[config.mk]
export PLATFORM = sky130hd
export DESIGN_NAME = sync_burst_sram
export DESIGN_NICKNAME = d
export VERILOG_FILES = /design/src/rtl/sbs_pkg.sv /design/src/rtl/sbs_access_ctl.sv /design/src/rtl/sbs_lane_array.sv /design/src/rtl/sync_burst_sram.sv
export SDC_FILE = /design/constraint.sdc
export NUM_CORES = 2
export LEC_CHECK = 0
export ABC_AREA = 1
export BUFFER_PORTS_ARGS = -buffer_cell sky130_fd_sc_hd__buf_2
export CAP_MARGIN = 0
export CORE_UTILIZATION = 30
export DETAILED_ROUTE_END_ITERATION = 10
export PLACE_DENSITY = 0.47
export SLEW_MARGIN = 40
export SYNTH_ARGS = -nofsm -noshare
export SYNTH_HDL_FRONTEND = slang
export SYNTH_SLANG_ARGS = --single-unit
[constraint.sdc]
create_clock -name clk_i -period 3.4 [get_ports clk_i]
set_input_delay 0.34 -clock clk_i [delete_from_list [all_inputs] [get_ports clk_i]]
set_output_delay 0.34 -clock clk_i [all_outputs]
set_load 0.1 [all_outputs]
[src/rtl/sbs_pkg.sv]
package sbs_pkg;
  typedef enum logic [2:0] {
    K_HOLD,
    K_START_CPU,
    K_START_CTL,
    K_DESEL,
    K_ADV
  } cyc_e;
endpackage

[src/rtl/sbs_access_ctl.sv]
module sbs_access_ctl
  import sbs_pkg::*;
#(
  parameter int unsigned ADDR_W     = 6,
  parameter int unsigned LANES      = 4,
  parameter int unsigned BURST_BITS = 2
) (
  input  logic              clk_i,
  input  logic              rst_ni,
  input  logic              cpu_strobe_n_i,
  input  logic              ctl_strobe_n_i,
  input  logic              burst_adv_n_i,
  input  logic [ADDR_W-1:0] addr_i,
  input  logic              sel0_n_i,
  input  logic              sel1_n_i,
  input  logic              sel2_i,
  input  logic              all_wr_n_i,
  input  logic              byte_wr_n_i,
  input  logic [LANES-1:0]  lane_wr_n_i,
  output logic              we_o,
  output logic [LANES-1:0]  lane_mask_o,
  output logic [ADDR_W-1:0] waddr_o,
  output logic [ADDR_W-1:0] raddr_o,
  output logic              read_live_o
);
  localparam int unsigned UPPER_W = ADDR_W - BURST_BITS;

  cyc_e              kind;
  logic              sel_all, cpu_take, wr_req, active_q, wr_q;
  logic [ADDR_W-1:0] addr_q, addr_d;
  logic [LANES-1:0]  mask;

  always_comb begin
    sel_all  = !sel0_n_i && !sel1_n_i && sel2_i;
    cpu_take = !cpu_strobe_n_i && !sel0_n_i;
    if (cpu_take)                        kind = sel_all ? K_START_CPU : K_DESEL;
    else if (!ctl_strobe_n_i)            kind = sel_all ? K_START_CTL : K_DESEL;
    else if (!burst_adv_n_i && active_q) kind = K_ADV;
    else                                 kind = K_HOLD;
  end

  // global write overrides lane enables
  always_comb begin
    if (!all_wr_n_i)       mask = '1;
    else if (!byte_wr_n_i) mask = ~lane_wr_n_i;
    else                   mask = '0;
  end

  assign wr_req = |mask;
  // processor-strobe start is always a read
  assign we_o = wr_req && ((kind == K_START_CTL) ||
                           ((kind == K_ADV || kind == K_HOLD) && active_q));

  always_comb begin
    unique case (kind)
      K_START_CPU, K_START_CTL: addr_d = addr_i;
      K_ADV: addr_d = {addr_q[ADDR_W-1 -: UPPER_W],
                       addr_q[BURST_BITS-1:0] + BURST_BITS'(1)};
      default: addr_d = addr_q;
    endcase
  end

  always_ff @(posedge clk_i or negedge rst_ni) begin
    if (!rst_ni) begin
      active_q <= 1'b0;
      addr_q   <= '0;
      wr_q     <= 1'b0;
    end else begin
      addr_q <= addr_d;
      unique case (kind)
        K_START_CPU, K_START_CTL: active_q <= 1'b1;
        K_DESEL:                  active_q <= 1'b0;
        default:                  active_q <= active_q;
      endcase
      if (we_o)                 wr_q <= 1'b1;
      else if (kind != K_HOLD)  wr_q <= 1'b0;
    end
  end

  assign lane_mask_o = mask;
  assign waddr_o     = addr_d;
  assign raddr_o     = addr_q;
  assign read_live_o = active_q && !wr_q;

  a_r5_suspend_hold: assert property (@(posedge clk_i) disable iff (!rst_ni)
    (cpu_strobe_n_i && ctl_strobe_n_i && burst_adv_n_i)
    |=> ($stable(addr_q) && $stable(active_q)));

  a_r4_linear_wrap: assert property (@(posedge clk_i) disable iff (!rst_ni)
    (cpu_strobe_n_i && ctl_strobe_n_i && !burst_adv_n_i && active_q)
    |=> ((addr_q[BURST_BITS-1:0] == $past(addr_q[BURST_BITS-1:0]) + BURST_BITS'(1))
         && $stable(addr_q[ADDR_W-1 -: UPPER_W])));

  a_r6_strobe_first: assert property (@(posedge clk_i) disable iff (!rst_ni)
    (!cpu_strobe_n_i && !sel0_n_i && !sel1_n_i && sel2_i)
    |=> (active_q && addr_q == $past(addr_i)));

  a_r2_cpu_ignored: assert property (@(posedge clk_i) disable iff (!rst_ni)
    (!cpu_strobe_n_i && sel0_n_i && ctl_strobe_n_i && burst_adv_n_i)
    |=> ($stable(addr_q) && $stable(active_q)));

  a_r1_ctl_deselect: assert property (@(posedge clk_i) disable iff (!rst_ni)
    (!ctl_strobe_n_i && (cpu_strobe_n_i || sel0_n_i)
     && (sel0_n_i || sel1_n_i || !sel2_i))
    |=> !active_q);
endmodule

[src/rtl/sbs_lane_array.sv]
module sbs_lane_array #(
  parameter int unsigned ADDR_W = 6,
  parameter int unsigned LANES  = 4,
  parameter int unsigned LANE_W = 9
) (
  input  logic                    clk_i,
  input  logic                    we_i,
  input  logic [LANES-1:0]        lane_mask_i,
  input  logic [ADDR_W-1:0]       waddr_i,
  input  logic [LANES*LANE_W-1:0] wdata_i,
  input  logic [ADDR_W-1:0]       raddr_i,
  output logic [LANES*LANE_W-1:0] rdata_o
);
  localparam int unsigned DEPTH = 1 << ADDR_W;

  for (genvar g = 0; g < LANES; g++) begin : g_lane
    logic [LANE_W-1:0] mem [DEPTH];

    always_ff @(posedge clk_i) begin
      if (we_i && lane_mask_i[g]) mem[waddr_i] <= wdata_i[g*LANE_W +: LANE_W];
    end

    // no output register: flow-through read
    assign rdata_o[g*LANE_W +: LANE_W] = mem[raddr_i];
  end
endmodule

[src/rtl/sync_burst_sram.sv]
module sync_burst_sram #(
  parameter int unsigned ADDR_W     = 6,
  parameter int unsigned LANES      = 4,
  parameter int unsigned LANE_W     = 9,
  parameter int unsigned BURST_BITS = 2,
  localparam int unsigned WORD_W    = LANES * LANE_W
) (
  input  logic              clk_i,
  input  logic              rst_ni,
  input  logic              cpu_strobe_n_i,
  input  logic              ctl_strobe_n_i,
  input  logic              burst_adv_n_i,
  input  logic [ADDR_W-1:0] addr_i,
  input  logic              sel0_n_i,
  input  logic              sel1_n_i,
  input  logic              sel2_i,
  input  logic              all_wr_n_i,
  input  logic              byte_wr_n_i,
  input  logic [LANES-1:0]  lane_wr_n_i,
  input  logic              out_en_n_i,
  input  logic [WORD_W-1:0] data_i,
  output logic [WORD_W-1:0] data_o,
  output logic              data_oe_o
);
  logic              we, read_live;
  logic [LANES-1:0]  lane_mask;
  logic [ADDR_W-1:0] waddr, raddr;

  sbs_access_ctl #(
    .ADDR_W(ADDR_W), .LANES(LANES), .BURST_BITS(BURST_BITS)
  ) u_ctl (
    .clk_i, .rst_ni, .cpu_strobe_n_i, .ctl_strobe_n_i, .burst_adv_n_i,
    .addr_i, .sel0_n_i, .sel1_n_i, .sel2_i, .all_wr_n_i, .byte_wr_n_i,
    .lane_wr_n_i,
    .we_o(we), .lane_mask_o(lane_mask), .waddr_o(waddr), .raddr_o(raddr),
    .read_live_o(read_live)
  );

  sbs_lane_array #(
    .ADDR_W(ADDR_W), .LANES(LANES), .LANE_W(LANE_W)
  ) u_array (
    .clk_i, .we_i(we), .lane_mask_i(lane_mask), .waddr_i(waddr),
    .wdata_i(data_i), .raddr_i(raddr), .rdata_o(data_o)
  );

  assign data_oe_o = read_live && !out_en_n_i;

  a_r11_oe_gate: assert property (@(posedge clk_i) disable iff (!rst_ni)
    out_en_n_i |-> !data_oe_o);

  a_r10_release_after_write: assert property (@(posedge clk_i) disable iff (!rst_ni)
    we |=> !data_oe_o);

  a_r10_hold_keeps_release: assert property (@(posedge clk_i) disable iff (!rst_ni)
    (!data_oe_o && !out_en_n_i && cpu_strobe_n_i && ctl_strobe_n_i && burst_adv_n_i)
    |=> !data_oe_o);
endmodule

### After elaboration in Yosys (flattened, before gate mapping)

Memory sizes are Yosys's and may differ from the RTL's.
Index checks and enable logic that the tools add are counted.

| word-level totals | value |
|---|---|
| bits in registers | 8 |
| RAM bits | 2304 |
| input bits | 57 |
| output and inout port bits | 37 |
| word-level logic and storage cells | 58 |
| memories kept | 4 |

Memory list:

| name | words | width | read ports | clocked after memory_dff | write ports | RTL line | RTL |
|---|---|---|---|---|---|---|---|
| u_array.g_lane[0].mem | 64 | 9 | 1 | 0 | 1 | sbs_lane_array.sv:17 | `logic [LANE_W-1:0] mem [DEPTH];` |
| u_array.g_lane[1].mem | 64 | 9 | 1 | 0 | 1 | sbs_lane_array.sv:17 |  |
| u_array.g_lane[2].mem | 64 | 9 | 1 | 0 | 1 | sbs_lane_array.sv:17 |  |
| u_array.g_lane[3].mem | 64 | 9 | 1 | 0 | 1 | sbs_lane_array.sv:17 |  |

| operators by class | value |
|---|---|
| $add $sub $neg | 1 |
| equality and inequality tests | 4 |
| mux-type cells | 19 |
| bitwise operators | 1 |
| reductions and logical operators | 26 |

Operators with widths:

| operator | count |
|---|---|
| $logic_and A1 B1 Y1 | 12 |
| $pmux W6 S2 | 1 |
| $mux W1 | 11 |
| $mux W3 | 3 |
| $mux W4 | 2 |
| $eq A3 B2 Y1 const B | 2 |
| $logic_not A1 Y1 | 6 |
| $not A4 Y4 | 1 |
| $reduce_bool A2 Y1 | 2 |
| $reduce_or A4 Y1 | 1 |
| $eq A3 B1 Y1 const B | 1 |
| $eq A3 B3 Y1 const B | 1 |
| $logic_not A3 Y1 | 1 |
| $reduce_bool A3 Y1 | 1 |
| $add A2 B1 Y2 const B | 1 |
| $logic_or A1 B1 Y1 | 2 |
| $mux W2 | 1 |
| $pmux W1 S2 | 1 |
| $reduce_or A2 Y1 | 1 |

### Logic depth before layout (Yosys ltp)

| logic depth | value |
|---|---|
| word-level depth | 14 |
| mapped depth | 12 |
| gate-level depth less buffers | 10 |

### Modules after synthesis

From an unflattened synthesis, not the netlist that was laid out.

| second synthesis, totals | value |
|---|---|
| cell total of the unflattened synthesis | 7918 |
| area, all modules | 93822.5 um^2 |

By module, submodules not included:

| module | instances | cells an instance | area each (um^2) | seq. area each (um^2) |
|---|---|---|---|---|
| sbs_lane_array | 1 | 7847 | 93320.8 | 69186.4 |
| sbs_access_ctl | 1 | 69 | 491.7 | 200.2 |
| sync_burst_sram | 1 | 2 | 10.0 | 0.0 |

### Least setup slack after synthesis

No wires, ideal clock.

| timing path | value |
|---|---|
| kind | reg-to-output |
| start point | register u_ctl.addr_q[0], in the netlist u_ctl.raddr_o[0] |
| end point | output port data_o[6] |
| arrival time | 2.246 ns |
| required time | 3.060 ns |
| slack | 0.814 ns |
| cell stages (with the launch flop) | 11 |
| buffers on the path | 4 |
| path through | dfrtp_1 -> buf_2 -> buf_4 -> clkbuf_1 -> clkbuf_1 -> o211ai_1 -> nand3_1 -> nand3_1 -> nand3_1 -> nand3_1 -> nand2_1 |

| between the ends | value |
|---|---|
| cells in the longest elaborated chain, start to end | 1 |

Ends and longest elaborated chain:

| item | RTL line | RTL |
|---|---|---|
| start, declared | sbs_access_ctl.sv:30 | `logic [ADDR_W-1:0] addr_q, addr_d;` |
| start signal, assigned | sbs_access_ctl.sv:69 | `addr_q <= addr_d;` |
| $mem_v2 Z64 W9 | -- |  |
| end, declared | sync_burst_sram.sv:22 | `output logic [WORD_W-1:0] data_o,` |

Every way passes these cells.

### Final worst setup path

Ends and elaborated chain as after synthesis.

==> out/results.txt <==
Clock Latency Late Sink = 920 ps
die height = 576.8 µm
P&R area growth vs syn = 23.36%
total of max-cap violations = 0
Area contributors post-synth = edfxtp_1 70%, nand3_1 9.3%, nand2_1 8.4%
Clock Tree Root = clkbuf_16
# fillers = 31980
worst setup margin = -307.7 ps
routed len/inst = 22.80 µm
crit path max fanout = 13
sequential-to-total area share from yosys stat = 0.7001
synthesized area = 0.09911 mm²
post-synth top area cell = edfxtp_1
critical path class = flip-flop to output port
Net Count, Synth = 9207
nets = 9809
Yosys reg bits = 2312
clock buffer depth = 4
GRT overflow = 0
Adder-Cell Fraction of Synth Area = 0
Hold Crit Start = data_i[2]
largest net degree at the start of global routing = 98
Cell Area, Placed = 0.1094 mm²
initial antenna violation count = 22
Final period util = 1.091
initial drt markers = 5737
final hold violations = 0
CTS H-tree depth = 4
most frequent cell after synthesis = edfxtp_1
Detailed Place HPWL = 196700 µm
routability cong. = 0.8431
Syn Inst Count = 9150
RSZ-0062 raised after global routing = true
failing checks = setup timing
WHS = 41.73 ps
Die Wd = 576.8 µm
synthesized area per cell = 10.83 µm²
crit path launch = u_ctl.raddr_o[0]$_DFF_PN0_
slew margin rel. = 0.4478
floorplan core area = 0.3279 mm²
number of port buffers = 93
cts bufs inserted = 249
CP required = 3060 ps
Post-synth top flop = edfxtp_1
ANT nets after route = 0
Least-Margin Pin Slew = 828.3 ps
outcome = complete, but fails checks
fraction of registers with async set or reset after synthesis = 0.003460
std cell rows = 210
clk sinks = 2312
GR Util All Layers = 0.1896
Die Footprint = 0.3327 mm²
mux cell area share after synthesis = 0
Min-Delay Path Class = primary input to flip-flop
worst r2r src = u_ctl.raddr_o[1]$_DFF_PN0_
largest family of logic cells by synthesized area = simple AND/OR/NAND/NOR gates
final instance area = 0.1223 mm²
top cell type's share of synthesized area = 0.6981
pwr dens = 650.5 mW/mm²
layout cells sized above 1 = 0.1893
Tot Pwr = 79.53 mW
EDFF count, synth = 2304
Residual DRC = 0
DR vias = 68050
Clock Skews = 62.94 ps
max frequency = 269.7 MHz
Pins Over Slew Limit = 0
critical path startpoint category = flip-flop
Post-Route WL = 325900 µm
YS warnings = 0
compound-gate portion of the synthesized area = 0.01714
Synth Area in Simple Gates = 0.2112
vias in the first global route = 65850
first-pass GRT wire length = 464900 µm
number of I/O pins = 94
LEAKAGE = 47.97 nW
synth cell count leaders = 2304 x edfxtp_1, 2218 x nand2_1, 1836 x nand3_1, 1306 x inv_1, 339 x nor2_1
Pre-antenna DRT Iters = 6
Synth Area in XOR/XNOR = 0
Initial Util = 0.3022
Setup-failing EPs final = 36
Final min period = 3708 ps
count of cell types in the netlist = 24
VDD IR-drop max = 0.7904 mV
CTS tree = built
Avg Vias per Cell = 4.761
Setup crit end kind = output port
crit path DAT = 3370 ps
clock slew at reported path FFs = 60 ps
## cell usage in the layout (no fill, tap or decap), types with 3 or more instances in the layout
cell,n
clkinv_1,62
o21ai_1,5
or2_2,319
nand2_2,18
buf_12,123
inv_6,7
diode_2,5
buf_8,8
clkinvlp_4,4
nor2_2,12
nand3_2,273
nand2_4,29
dfrtp_4,5
o21ai_2,3
nor2_1,338
buf_16,42
edfxtp_1,2304
nand3_1,1524
clkinv_2,50
buf_2,44
clkbuf_16,272
dlygate4sd3_1,44
o21ai_0,74
inv_1,1304
bufinv_16,17
clkbuf_1,51
a21oi_1,35
o211ai_1,144
nand2_1,2170
or2_4,5
clkinv_8,3
buf_4,538
buf_6,37
nand3_4,40
bufbuf_16,18
## worst paths after layout
path                                                     endpoint  slack, ps  cells after the start
min in group asynchronous                  u_ctl.wr_q$_DFFE_PN0P_        530                      3
setup reg to reg           u_array.g_lane[1].mem[41][3]$_DFFE_PP_         10                     12
max in group asynchronous              u_ctl.raddr_o[3]$_DFF_PN0_       2350                      3
hold reg to reg                        u_ctl.raddr_o[5]$_DFF_PN0_        710                      2
setup / recovery                                        data_o[6]       -310                     14
hold / removal             u_array.g_lane[0].mem[57][2]$_DFFE_PP_         40                      1
## where the power goes
group / internal [mW] / total (mW) / switching (mW)
Clock: 14.7 / 26.0 / 11.3
Combinational: 7.72 / 22.0 / 14.3
Sequential: 31.4 / 31.5 / 0.109
## layout make-up
| type | instances | area (µm²) | area share |
|---|---|---|---|
| timing repair inverter | 3 | 33.78 | 0.0002763 |
| sequential | 2312 | 69410 | 0.5677 |
| antenna | 5 | 12.51 | 0.0001023 |
| inverter | 1311 | 4996 | 0.04086 |
| tap | 4346 | 5438 | 0.04448 |
| clock inverter | 139 | 1095 | 0.008955 |
| clock buffer | 302 | 6472 | 0.05294 |
| timing repair buffer | 876 | 9980 | 0.08163 |
| multi-input combinational | 4999 | 24830 | 0.2031 |
## metrics by stage
stage | setup TNS, ps | instances | setup WS [ps] | util
floorplan | 0 | 9150 | 813.8 | -
global placement | 0 | 13700 | 49.85 | 0.3336
detailed placement | 0 | 13700 | 73.81 | 0.3338
CTS | -13600 | 14240 | -445.7 | 0.3663
global route | -12090 | 14290 | -392.1 | 0.3728
finish | -9290 | 14290 | -307.7 | 0.3728
## cell families after synthesis
group,Yosys count
AOI/OAI and AO/OA,265
buffers and inverters,1839
DFF,2312
and+or+nand+nor,4734
## what timing repair did
action                     in CTS  in global routing
pin swaps                      53                139
gates cloned                   34                 22
setup endpoints to repair      36                122
hold buffers                   38                  6
setup buffers                  32                 18
resized for setup             297                288
hold endpoints to repair      572                138
## state kept, by name (all words and copies together) (netlist names)
name                flops
u_ctl.raddr_o           6
u_array.g_lane.mem   2304
u_ctl.active_q          1
u_ctl.wr_q              1
## critical path, stage by stage (launching register included)
cell and delay, ps:
dfrtp_4 510, buf_12 200, clkinv_16 100, buf_16 170, buf_4 140, buf_4 130, bufbuf_16 290, nand2_2 70
nand3_2 60, nand3_2 90, nand3_2 80, nand3_4 140, nand3_4 90, nand2_4 140, buf_12 190
## per-layer routing
| layer | share of wire | vias up | track usage |
|---|---|---|---|
| met3 | 0.056 | 429 | 0.02767 |
| met2 | 0.47 | 1977 | 0.3120 |
| met4 | 0.030 | 0 | 0.05340 |
| li1 | - | 31780 | - |
| met1 | 0.44 | 33870 | 0.2599 |
| met5 | 0 | - | 0 |
No activity file was read; power rests on OpenSTA's default activity.
